<file path="src/rtl/adc_acq_pkg.sv">
package adc_acq_pkg;

    localparam int FRAME_BITS  = 16;
    localparam int LEAD_BITS   = 4;
    localparam int SAMPLE_BITS = FRAME_BITS - LEAD_BITS;

    typedef enum logic [1:0] {
        SQ_IDLE,
        SQ_CONV,
        SQ_READ
    } seq_state_t;

    typedef struct packed {
        logic [LEAD_BITS-1:0]   lead;
        logic [SAMPLE_BITS-1:0] data;
    } frame_t;

    function automatic logic lead_bad(frame_t f);
        return |f.lead;
    endfunction

endpackage

</file>
<file path="src/rtl/acq_sync.sv">
module acq_sync #(
    parameter int STAGES = 2
) (
    input  logic clk,
    input  logic rst,
    input  logic d,
    output logic q
);
    generate
        if (STAGES == 0) begin : g_bypass
            assign q = d;
        end else begin : g_chain
            logic [STAGES-1:0] chain;
            always_ff @(posedge clk) begin
                if (rst) chain <= '0;
                else     chain <= {chain[STAGES-2+((STAGES==1)?1:0):0], d};
            end
            assign q = chain[STAGES-1];
        end
    endgenerate
endmodule

</file>
<file path="src/rtl/acq_sequencer.sv">
module acq_sequencer
    import adc_acq_pkg::*;
#(
    parameter int CNV_LOW_CYC   = 4,
    parameter int BUSY_RISE_MAX = 8,
    parameter int TMO_W         = 16
) (
    input  logic             clk,
    input  logic             rst,
    input  logic             trig,
    input  logic             pd_mode,
    input  logic             busy_s,
    input  logic [TMO_W-1:0] busy_lim,
    input  logic             rd_done,
    output logic             cnv_n,
    output logic             rd_start,
    output logic             tmo,
    output logic             idle
);
    localparam logic [TMO_W-1:0] LOW_LAST  = TMO_W'(CNV_LOW_CYC - 1);
    localparam logic [TMO_W-1:0] RISE_LAST = TMO_W'(BUSY_RISE_MAX - 1);

    seq_state_t       st;
    logic [TMO_W-1:0] cnt;
    logic             seen;
    logic             mode_q;

    assign idle = (st == SQ_IDLE);

    always_ff @(posedge clk) begin
        if (rst) begin
            st       <= SQ_IDLE;
            cnv_n    <= 1'b1;
            cnt      <= '0;
            seen     <= 1'b0;
            mode_q   <= 1'b0;
            tmo      <= 1'b0;
            rd_start <= 1'b0;
        end else begin
            tmo      <= 1'b0;
            rd_start <= 1'b0;
            case (st)
                SQ_IDLE: begin
                    if (trig) begin
                        st     <= SQ_CONV;
                        cnv_n  <= 1'b0;
                        cnt    <= '0;
                        seen   <= 1'b0;
                        mode_q <= pd_mode;
                    end
                end
                SQ_CONV: begin
                    if (cnt != '1) cnt <= cnt + 1'b1;
                    seen <= seen | busy_s;
                    if (!mode_q && cnt == LOW_LAST) cnv_n <= 1'b1;
                    if (seen && !busy_s && cnt >= LOW_LAST) begin
                        cnv_n    <= 1'b1;
                        rd_start <= 1'b1;
                        st       <= SQ_READ;
                    end else if ((!seen && !busy_s && cnt >= RISE_LAST) ||
                                 (seen && busy_s && cnt >= busy_lim)) begin
                        cnv_n <= 1'b1;
                        tmo   <= 1'b1;
                        st    <= SQ_IDLE;
                    end
                end
                SQ_READ: begin
                    if (rd_done) st <= SQ_IDLE;
                end
                default: st <= SQ_IDLE;
            endcase
        end
    end

    // pulse-width monitor for the checks below
    logic [TMO_W-1:0] low_len;
    always_ff @(posedge clk) begin
        if (rst || cnv_n)        low_len <= '0;
        else if (low_len != '1)  low_len <= low_len + 1'b1;
    end

    AST_CNV_MIN_WIDTH: assert property (@(posedge clk) disable iff (rst)
        $rose(cnv_n) && !tmo |-> $past(low_len) >= LOW_LAST);
    AST_PD_WAKE_AFTER_BUSY: assert property (@(posedge clk) disable iff (rst)
        mode_q && $rose(cnv_n) && !tmo |-> !$past(busy_s));
    AST_READ_AFTER_RELEASE: assert property (@(posedge clk) disable iff (rst)
        rd_start |-> cnv_n);
endmodule

</file>
<file path="src/rtl/acq_serial_rx.sv">
module acq_serial_rx
    import adc_acq_pkg::*;
#(
    parameter int SCLK_HALF = 5
) (
    input  logic                  clk,
    input  logic                  rst,
    input  logic                  start,
    input  logic                  sdata,
    output logic                  sclk,
    output logic                  done,
    output logic [FRAME_BITS-1:0] word
);
    localparam int DIV_W  = $clog2(SCLK_HALF + 1);
    localparam int FALL_W = $clog2(FRAME_BITS + 1);
    localparam logic [DIV_W-1:0]  DIV_LAST  = DIV_W'(SCLK_HALF - 1);
    localparam logic [FALL_W-1:0] FALL_LAST = FALL_W'(FRAME_BITS - 1);

    logic              active;
    logic [DIV_W-1:0]  div;
    logic [FALL_W-1:0] falls;

    always_ff @(posedge clk) begin
        if (rst) begin
            active <= 1'b0;
            div    <= '0;
            falls  <= '0;
            sclk   <= 1'b0;
            done   <= 1'b0;
            word   <= '0;
        end else begin
            done <= 1'b0;
            if (start) begin
                active <= 1'b1;
                div    <= '0;
                falls  <= '0;
                sclk   <= 1'b0;
            end else if (active) begin
                if (div == DIV_LAST) begin
                    div  <= '0;
                    sclk <= ~sclk;
                    if (sclk) begin
                        // old bit is still held on the line at this edge
                        word  <= {word[FRAME_BITS-2:0], sdata};
                        falls <= falls + 1'b1;
                        if (falls == FALL_LAST) begin
                            active <= 1'b0;
                            done   <= 1'b1;
                        end
                    end
                end else begin
                    div <= div + 1'b1;
                end
            end
        end
    end

    AST_SCLK_PARKED: assert property (@(posedge clk) disable iff (rst)
        !active |-> !sclk);
    AST_FALL_LIMIT: assert property (@(posedge clk) disable iff (rst)
        falls <= FALL_W'(FRAME_BITS));
endmodule

</file>
<file path="src/rtl/adc_acq_ctrl.sv">
module adc_acq_ctrl
    import adc_acq_pkg::*;
#(
    parameter int CNV_LOW_CYC   = 4,
    parameter int SCLK_HALF     = 5,
    parameter int BUSY_RISE_MAX = 8,
    parameter int SYNC_STAGES   = 2,
    parameter int TMO_W         = 16
) (
    input  logic                   clk,
    input  logic                   rst,
    input  logic                   sample_tick,
    input  logic                   sw_trig,
    input  logic                   pd_mode,
    input  logic [TMO_W-1:0]       busy_lim,
    output logic                   adc_cnv_n,
    input  logic                   adc_busy,
    output logic                   adc_sclk,
    input  logic                   adc_sdata,
    output logic                   smp_valid,
    input  logic                   smp_ready,
    output logic [SAMPLE_BITS-1:0] smp_data,
    output logic                   smp_lead_err,
    output logic                   tmo_err
);
    logic                  busy_s;
    logic                  seq_idle;
    logic                  rd_start;
    logic                  rd_done;
    logic [FRAME_BITS-1:0] rx_word;
    logic                  trig_ok;
    frame_t                fr;

    assign trig_ok = (sample_tick | sw_trig) & seq_idle & ~smp_valid;
    assign fr      = frame_t'(rx_word);

    acq_sync #(.STAGES(SYNC_STAGES)) u_busy_sync (
        .clk (clk),
        .rst (rst),
        .d   (adc_busy),
        .q   (busy_s)
    );

    acq_sequencer #(
        .CNV_LOW_CYC   (CNV_LOW_CYC),
        .BUSY_RISE_MAX (BUSY_RISE_MAX),
        .TMO_W         (TMO_W)
    ) u_seq (
        .clk      (clk),
        .rst      (rst),
        .trig     (trig_ok),
        .pd_mode  (pd_mode),
        .busy_s   (busy_s),
        .busy_lim (busy_lim),
        .rd_done  (rd_done),
        .cnv_n    (adc_cnv_n),
        .rd_start (rd_start),
        .tmo      (tmo_err),
        .idle     (seq_idle)
    );

    acq_serial_rx #(.SCLK_HALF(SCLK_HALF)) u_rx (
        .clk   (clk),
        .rst   (rst),
        .start (rd_start),
        .sdata (adc_sdata),
        .sclk  (adc_sclk),
        .done  (rd_done),
        .word  (rx_word)
    );

    always_ff @(posedge clk) begin
        if (rst) begin
            smp_valid    <= 1'b0;
            smp_data     <= '0;
            smp_lead_err <= 1'b0;
        end else if (rd_done) begin
            smp_valid    <= 1'b1;
            smp_data     <= fr.data;
            smp_lead_err <= lead_bad(fr);
        end else if (smp_valid && smp_ready) begin
            smp_valid    <= 1'b0;
        end
    end

    AST_SCLK_AFTER_BUSY: assert property (@(posedge clk) disable iff (rst)
        adc_sclk |-> !busy_s);
    AST_HOLD_SAMPLE: assert property (@(posedge clk) disable iff (rst)
        smp_valid && !smp_ready |=> smp_valid && $stable(smp_data) && $stable(smp_lead_err));
    AST_NO_SAMPLE_ON_TMO: assert property (@(posedge clk) disable iff (rst)
        tmo_err |-> !smp_valid && !adc_sclk);
    AST_IDLE_OUTPUTS: assert property (@(posedge clk) disable iff (rst)
        seq_idle |-> adc_cnv_n && !adc_sclk);
endmodule

</file>
<file path="config.mk">
export PLATFORM = sky130hd
export DESIGN_NAME = adc_acq_ctrl
export DESIGN_NICKNAME = d
export VERILOG_FILES = /design/src/rtl/adc_acq_pkg.sv /design/src/rtl/acq_sync.sv /design/src/rtl/acq_sequencer.sv /design/src/rtl/acq_serial_rx.sv /design/src/rtl/adc_acq_ctrl.sv
export SDC_FILE = /design/constraint.sdc
export NUM_CORES = 1
export LEC_CHECK = 0
export CAP_MARGIN = 20
export CORE_ASPECT_RATIO = 1.2
export CORE_MARGIN = 2
export CORE_UTILIZATION = 45
export DETAILED_ROUTE_END_ITERATION = 10
export PLACE_DENSITY_LB_ADDON = 0.2
export SYNTH_ARGS = -nofsm -noshare
export SYNTH_HDL_FRONTEND = slang
export SYNTH_SLANG_ARGS = --single-unit
</file>
<file path="constraint.sdc">
create_clock -name clk -period 3.4 [get_ports clk]
set_input_delay 1.02 -clock clk [delete_from_list [all_inputs] [get_ports clk]]
set_output_delay 1.02 -clock clk [all_outputs]
set_load 0.05 [all_outputs]
</file>
==> qor.csv, run 1 <==
metric,value,unit
status,completed,
peak supply drop,0.000267,V
Chip Width,80.5,um
Ys Warns,0,
initial antenna violation count,0,
critical path's top delay family,simple AND/OR/NAND/NOR gates,
Worst EP required,3.61,ns
clock skew,0.00743,ns
adder-cell share of the synthesized area,8.31,%
power per cell area,412,mW/mm2
"Seq/Total Area, Yosys",41.8,%
"area leader, netlist",dfxtp_1,
share of cells above drive strength 1,6.01,%
Post-synth EDFFs,0,
Routed wire per std cell,12.7,um
Fill cells,642,
Routed WL,6370,um
Worst Setup Path Type,primary input to register,
P&R area growth vs syn,20.9,%
Setup Buffers After CTS,0,
Final Hold Viols,0,
Vias,2586,
top cell type's share of synthesized area,41.8,%
area of the multi-input gates,0.00167,mm2
crit share post-route,86.2,%
clock latency on the worst-skew pair,0.33,ns
DRT iter0 DRCs,62,
ys async rst share,0,%
final total power,1.58,mW
maximum clock frequency,0.341,GHz
post-synthesis compound-gate area fraction,12.0,%
first drt pass iteration count,4,
first-pass GRT wire length,11000,um
CTS root buffer,clkbuf_8,
worst slew pin tran,0.839,ns
CP startpoint kind,primary input,
relative max-transition margin,44.0,%
largest net degree at the start of global routing,33,
Register Area,0.00132,mm2
Yosys reg bits,66,
hold-fix buffers at CTS,0,
largest family of logic cells by synthesized area,simple AND/OR/NAND/NOR gates,
Starting Density,46.4,%
max_cap viols,0,
core footprint,0.00681,mm2
Post-Synth XOR/XNOR Area,4.71,%
critical-path maximum fanout,3,
FP Rows,33,
"Max stage delay cell, worst path",clkdlybuf4s50_1,
Max Transition Viols Final,0,
die height,95.8,um
HPWL Detailed,4510,um
fin nets,456,
Buf/Inv on CP,2,
Main synth FF type,dfxtp_1,
syn avg cell area,8.43,um2
"commonest non-fill, non-tap cell in the layout",dfxtp_1,
post-synthesis cell type count,45,
Inserted Diodes,0,
gr usage total,18.2,%
TritonCTS Sinks,66,
Mapped Area,0.00316,mm2
Crit. End Element,register,
total global routing overflow,0,
Leakage Power,1.46,nW
antenna-violating nets left,0,
GPL Wtd Cong,0.764,
crit-path max cell delay,0.46,ns
fin crit period,2.93,ns
CTS Buffer Depth,2,
H-tree depth,3,
mux cell area share after synthesis,4.75,%
Avg Vias per Cell,5.14,
data arrival time of the worst path,3.14,ns
post-detailed-route DRC marker count,0,
"Clk pin slew, worst setup/hold paths",0.07,ns
critical-path cell list,"clkdlybuf4s50_1, inv_1, ha_1, nand4_2, or3_1, or4_1, a32o_1, o2bb2ai_1",
final setup vio count,0,
post-synthesis net count,420,
setup repair after global routing missed its margin,false,
top post-synthesis cells by area,"dfxtp_1, ha_1, nor2_1",
I/O Buffers,40,
CTS tree,built,
CTS Buf Count,9,
Syn Inst Count,375,
Min-Delay Path Class,register to register,
die area,0.00772,mm2
final setup TNS,0,ns
vias in the first global route,2567,
Top Ports,41,
post-CTS sizing,0,
most frequent cells in the layout,"dfxtp_1, nor2_1, nand2_1",
Simple-Gate Fraction of Synth Area,22.9,%
## stage by stage
| stage | setup slack (ns) | util (%) | cell area, um2 | std cells | hold WS (ns) |
|---|---|---|---|---|---|
| after floorplan | 0.699 | - | 3160 | 375 | 0.414 |
| after CTS | 0.474 | 56.1 | 3820 | 503 | 0.453 |
| after global routing | 0.358 | 56.1 | 3820 | 503 | 0.466 |
| after global placement | 0.149 | 53.2 | 3620 | 487 | 0.435 |
| after detailed placement | 0.120 | 53.2 | 3620 | 487 | 0.435 |
| final | 0.468 | 56.1 | 3820 | 503 | 0.446 |
## synth_stat cells, types with 3 or more instances
library cell	count
a21oi_1	31
dfxtp_1	66
and3_1	6
xor2_1	14
nor2_1	51
xnor2_1	3
a211oi_1	3
o211ai_1	4
nor3_1	3
nor4_1	3
o2111ai_1	4
o21ai_0	4
or3_1	5
clkbuf_1	11
nand3_1	5
nand2_1	47
ha_1	21
nand4_1	10
nor2b_1	4
mux2i_1	15
nand2b_1	5
inv_1	25
and2_1	4
buf_2	7
## power breakdown
group	switching [mW]	leakage [nW]	internal [mW]	total, mW
Clock	0.305	0.103	0.360	0.665
Combinational	0.0645	0.828	0.0549	0.119
Sequential	0.0106	0.533	0.783	0.793
Total	0.380	1.46	1.20	1.58
## registers in the layout, summed over array words and instances, names as in the netlist, 2 cells and up
name,cells
u_seq.st,2
u_seq.cnt,16
smp_data,12
u_rx.div,3
u_rx.falls,5
u_busy_sync.g_chain.chain,2
u_rx.word,16
## worst paths after layout
path         slack [ns]  cells past startpoint                            to                          from
max                0.47                      8                   u_seq.st[0]                  busy_lim[13]
min                0.45                      1  u_busy_sync.g_chain.chain[1]  u_busy_sync.g_chain.chain[0]
max reg2reg        1.21                      5                  u_seq.cnt[2]                   u_seq.st[0]
min reg2reg        0.45                      1  u_busy_sync.g_chain.chain[1]  u_busy_sync.g_chain.chain[0]
## layer usage
metal / routed length (um) / up-vias / GRT usage [%]
met3: 270 / 6 / 6.10
met4: 68 / 0 / 5.65
met5: 0 / - / 0
li1: - / 1348 / -
met2: 3130 / 45 / 31.7
met1: 2900 / 1187 / 21.1
## cell families after synthesis
logic type | after synthesis
muxes | 15
adders and majority gates | 21
and+or+nand+nor | 152
AOI/OAI and AO/OA | 60
DFF | 66
xor gates and xnor gates | 17
buffers and inverters | 44
## final cells by class
| class | count | share of cell area [%] |
|---|---|---|
| Clock buffer | 10 | 3.60 |
| Sequential cell | 66 | 34.5 |
| Clock inverter | 6 | 1.70 |
| Multi-Input combinational cell | 265 | 43.6 |
| Tap cell | 87 | 2.85 |
| Inverter | 25 | 2.45 |
| Timing Repair Buffer | 44 | 11.3 |
(Power assumes the default switching activity.)
==> run 2: changes to the inputs <==
--- a/config.mk
+++ b/config.mk
@@ -9,6 +9,7 @@
 export CORE_ASPECT_RATIO = 1.2
 export CORE_MARGIN = 2
 export CORE_UTILIZATION = 45
+export CTS_CLUSTER_SIZE = 14
 export DETAILED_ROUTE_END_ITERATION = 10
 export PLACE_DENSITY_LB_ADDON = 0.2
 export SYNTH_ARGS = -nofsm -noshare
==> results of run 2 <==
Same layout as run 1: the final DEF is identical, and so are final timing and power.
==> run 3: changes to the inputs <==
--- a/config.mk
+++ b/config.mk
@@ -11,7 +11,7 @@
 export CORE_UTILIZATION = 45
 export CTS_CLUSTER_SIZE = 14
 export DETAILED_ROUTE_END_ITERATION = 10
-export PLACE_DENSITY_LB_ADDON = 0.2
+export PLACE_DENSITY_LB_ADDON = 0.12
 export SYNTH_ARGS = -nofsm -noshare
 export SYNTH_HDL_FRONTEND = slang
 export SYNTH_SLANG_ARGS = --single-unit
==> qor.csv, run 3 (synthesis results as in run 1) <==
metric,value,unit,change
status,completed,,unchanged
Crit. End Element,register,,unchanged
GPL Wtd Cong,0.832,,was 0.764
total global routing overflow,0,,unchanged
clock skew,0.0102,ns,was 0.00743 ns
Leakage Power,1.47,nW,was 1.46 nW
Setup Buffers After CTS,0,,unchanged
fin nets,456,,unchanged
Chip Width,80.5,um,unchanged
CTS Buf Count,9,,unchanged
flop2flop setup slack,1.19,ns,was 1.21 ns
first drt pass iteration count,6,,was 4
die height,95.8,um,unchanged
max_cap viols,0,,unchanged
Worst Setup Path Type,primary input to register,,unchanged
antenna-violating nets left,0,,unchanged
die area,0.00772,mm2,unchanged
CP startpoint kind,primary input,,unchanged
Starting Density,46.4,%,unchanged
TritonCTS Sinks,66,,unchanged
FP Rows,33,,unchanged
Final Hold Viols,0,,unchanged
R2R cell count,5,,unchanged
hold path startpoint,u_busy_sync.g_chain.chain[0],,unchanged
power per cell area,427,mW/mm2,was 412 mW/mm2
maximum clock frequency,0.343,GHz,was 0.341 GHz
Avg Vias per Cell,5.22,,was 5.14
Critical R2R Capture,u_seq.cnt[4],,was u_seq.cnt[2]
critical-path maximum fanout,3,,unchanged
Inserted Diodes,0,,unchanged
Regs by FF count,"u_rx.word: 16 flops, u_seq.cnt: 16 flops, smp_data: 12 flops",,unchanged
DRT iter0 DRCs,103,,was 62
most frequent cells in the layout,"dfxtp_1, nor2_1, nand2_1",,unchanged
Routed WL,6520,um,was 6370 um
gr usage total,18.4,%,was 18.2%
"commonest non-fill, non-tap cell in the layout",dfxtp_1,,unchanged
Vias,2628,,"was 2,586"
hold path cells,1,,unchanged
final total power,1.64,mW,was 1.58 mW
HPWL Detailed,4670,um,was 4510 um
placed cells,487,,unchanged
first-pass GRT wire length,11200,um,"was 11,000 um"
data arrival time of the worst path,3.14,ns,about the same
share of cells above drive strength 1,6.01,%,unchanged
Worst EP required,3.62,ns,was 3.61 ns
core footprint,0.00681,mm2,unchanged
final setup TNS,0,ns,unchanged
setup repair after global routing missed its margin,false,,unchanged
CTS tree,built,,unchanged
Min-Delay Path Class,register to register,,unchanged
fin crit period,2.92,ns,was 2.93 ns
worst slew pin tran,0.878,ns,was 0.839 ns
hold-fix buffers at CTS,0,,unchanged
largest net degree at the start of global routing,31,,was 33
I/O Buffers,40,,unchanged
Final Util,56.5,%,was 56.1%
clock latency on the worst-skew pair,0.34,ns,was 0.33 ns
relative max-transition margin,41.4,%,was 44.0%
Fill cells,643,,was 642
P&R area growth vs syn,21.6,%,was 20.9%
Max Transition Viols Final,0,,unchanged
peak supply drop,0.000302,V,was 0.000267 V
post-detailed-route DRC marker count,0,,unchanged
H-tree depth,3,,unchanged
vias in the first global route,2518,,"was 2,567"
final setup vio count,0,,unchanged
"Clk pin slew, worst setup/hold paths",0.07,ns,about the same
Critical R2R Launch,u_seq.st[0],,unchanged
Routed wire per std cell,13.0,um,was 12.7 um
initial antenna violation count,0,,unchanged
crit share post-route,85.8,%,was 86.2%
CTS Buffer Depth,2,,unchanged
post-CTS sizing,0,,unchanged
Top Ports,41,,unchanged
final cell count without fillers,503,,unchanged
CTS root buffer,clkbuf_8,,unchanged
worst hold endpoint,u_busy_sync.g_chain.chain[1],,unchanged
-- run 3: changes by cell type in the layout (fill, tap and decap cells not counted) --
| cell | before | now |
|---|---|---|
| bufinv_16 | 1 | 2 |
| clkbuf_8 | 10 | 9 |
| clkinv_2 | 2 | 0 |
| clkinv_4 | 1 | 2 |
| clkinvlp_4 | 1 | 2 |
-- run 3: per-stage QoR --
step / worst slack [ns] / hold WS (ns) / cell area, um2
2_1_floorplan: 0.699 / 0.414 / 3160
3_3_place_gp: 0.155 / 0.417 / 3620
3_5_place_dp: 0.153 / 0.425 / 3620
4_1_cts: 0.512 / 0.441 / 3850
5_1_grt: 0.424 / 0.466 / 3850
6_report: 0.484 / 0.438 / 3850
-- run 3: how the worst max path moves through the flow --
stage	slack, ns	end	startpoint
global placement	0.16	u_seq.st[0]	busy_lim[13]
CTS	0.51	u_seq.st[0]	busy_lim[13]
floorplan	0.70	u_seq.st[0]	busy_lim[13]
detailed placement	0.15	u_seq.st[0]	busy_lim[14]
global route	0.42	u_seq.st[0]	busy_lim[14]
finish	0.48	u_seq.st[0]	busy_lim[13]
-- run 3: critical path: stages --
cell	delay [ns]
clkdlybuf4s50_1	0.45
inv_1	0.04
ha_1	0.30
nand4_2	0.13
or3_1	0.37
or4_1	0.40
a32o_1	0.30
o2bb2ai_1	0.13
-- run 3: where the power goes --
part	switching [mW]	internal (mW)
sequential	0.00886	0.782
clock	0.314	0.417
combinational	0.0666	0.0550
total	0.390	1.25
-- run 3: layout make-up --
class                      instances  area, um2  share of cell area (%)
clock inverter                     7        101                    2.63
timing repair buffer              44        430                    11.2
clock buffer                       9        124                    3.22
sequential                        66       1320                    34.3
inverter                          25       93.8                    2.44
multi-input combinational        265       1670                    43.3
tap                               87        109                    2.83
-- run 3: layer usage --
metal  vias up  GRT usage [%]  wire [um]  part of all wire (%)
met3         9           3.75        195                   3.0
met5         -              0          0                     0
li1       1358              -          -                     -
met1      1219           21.1       2910                    45
met4         0           8.19        109                   1.7
met2        42           32.8       3300                    51
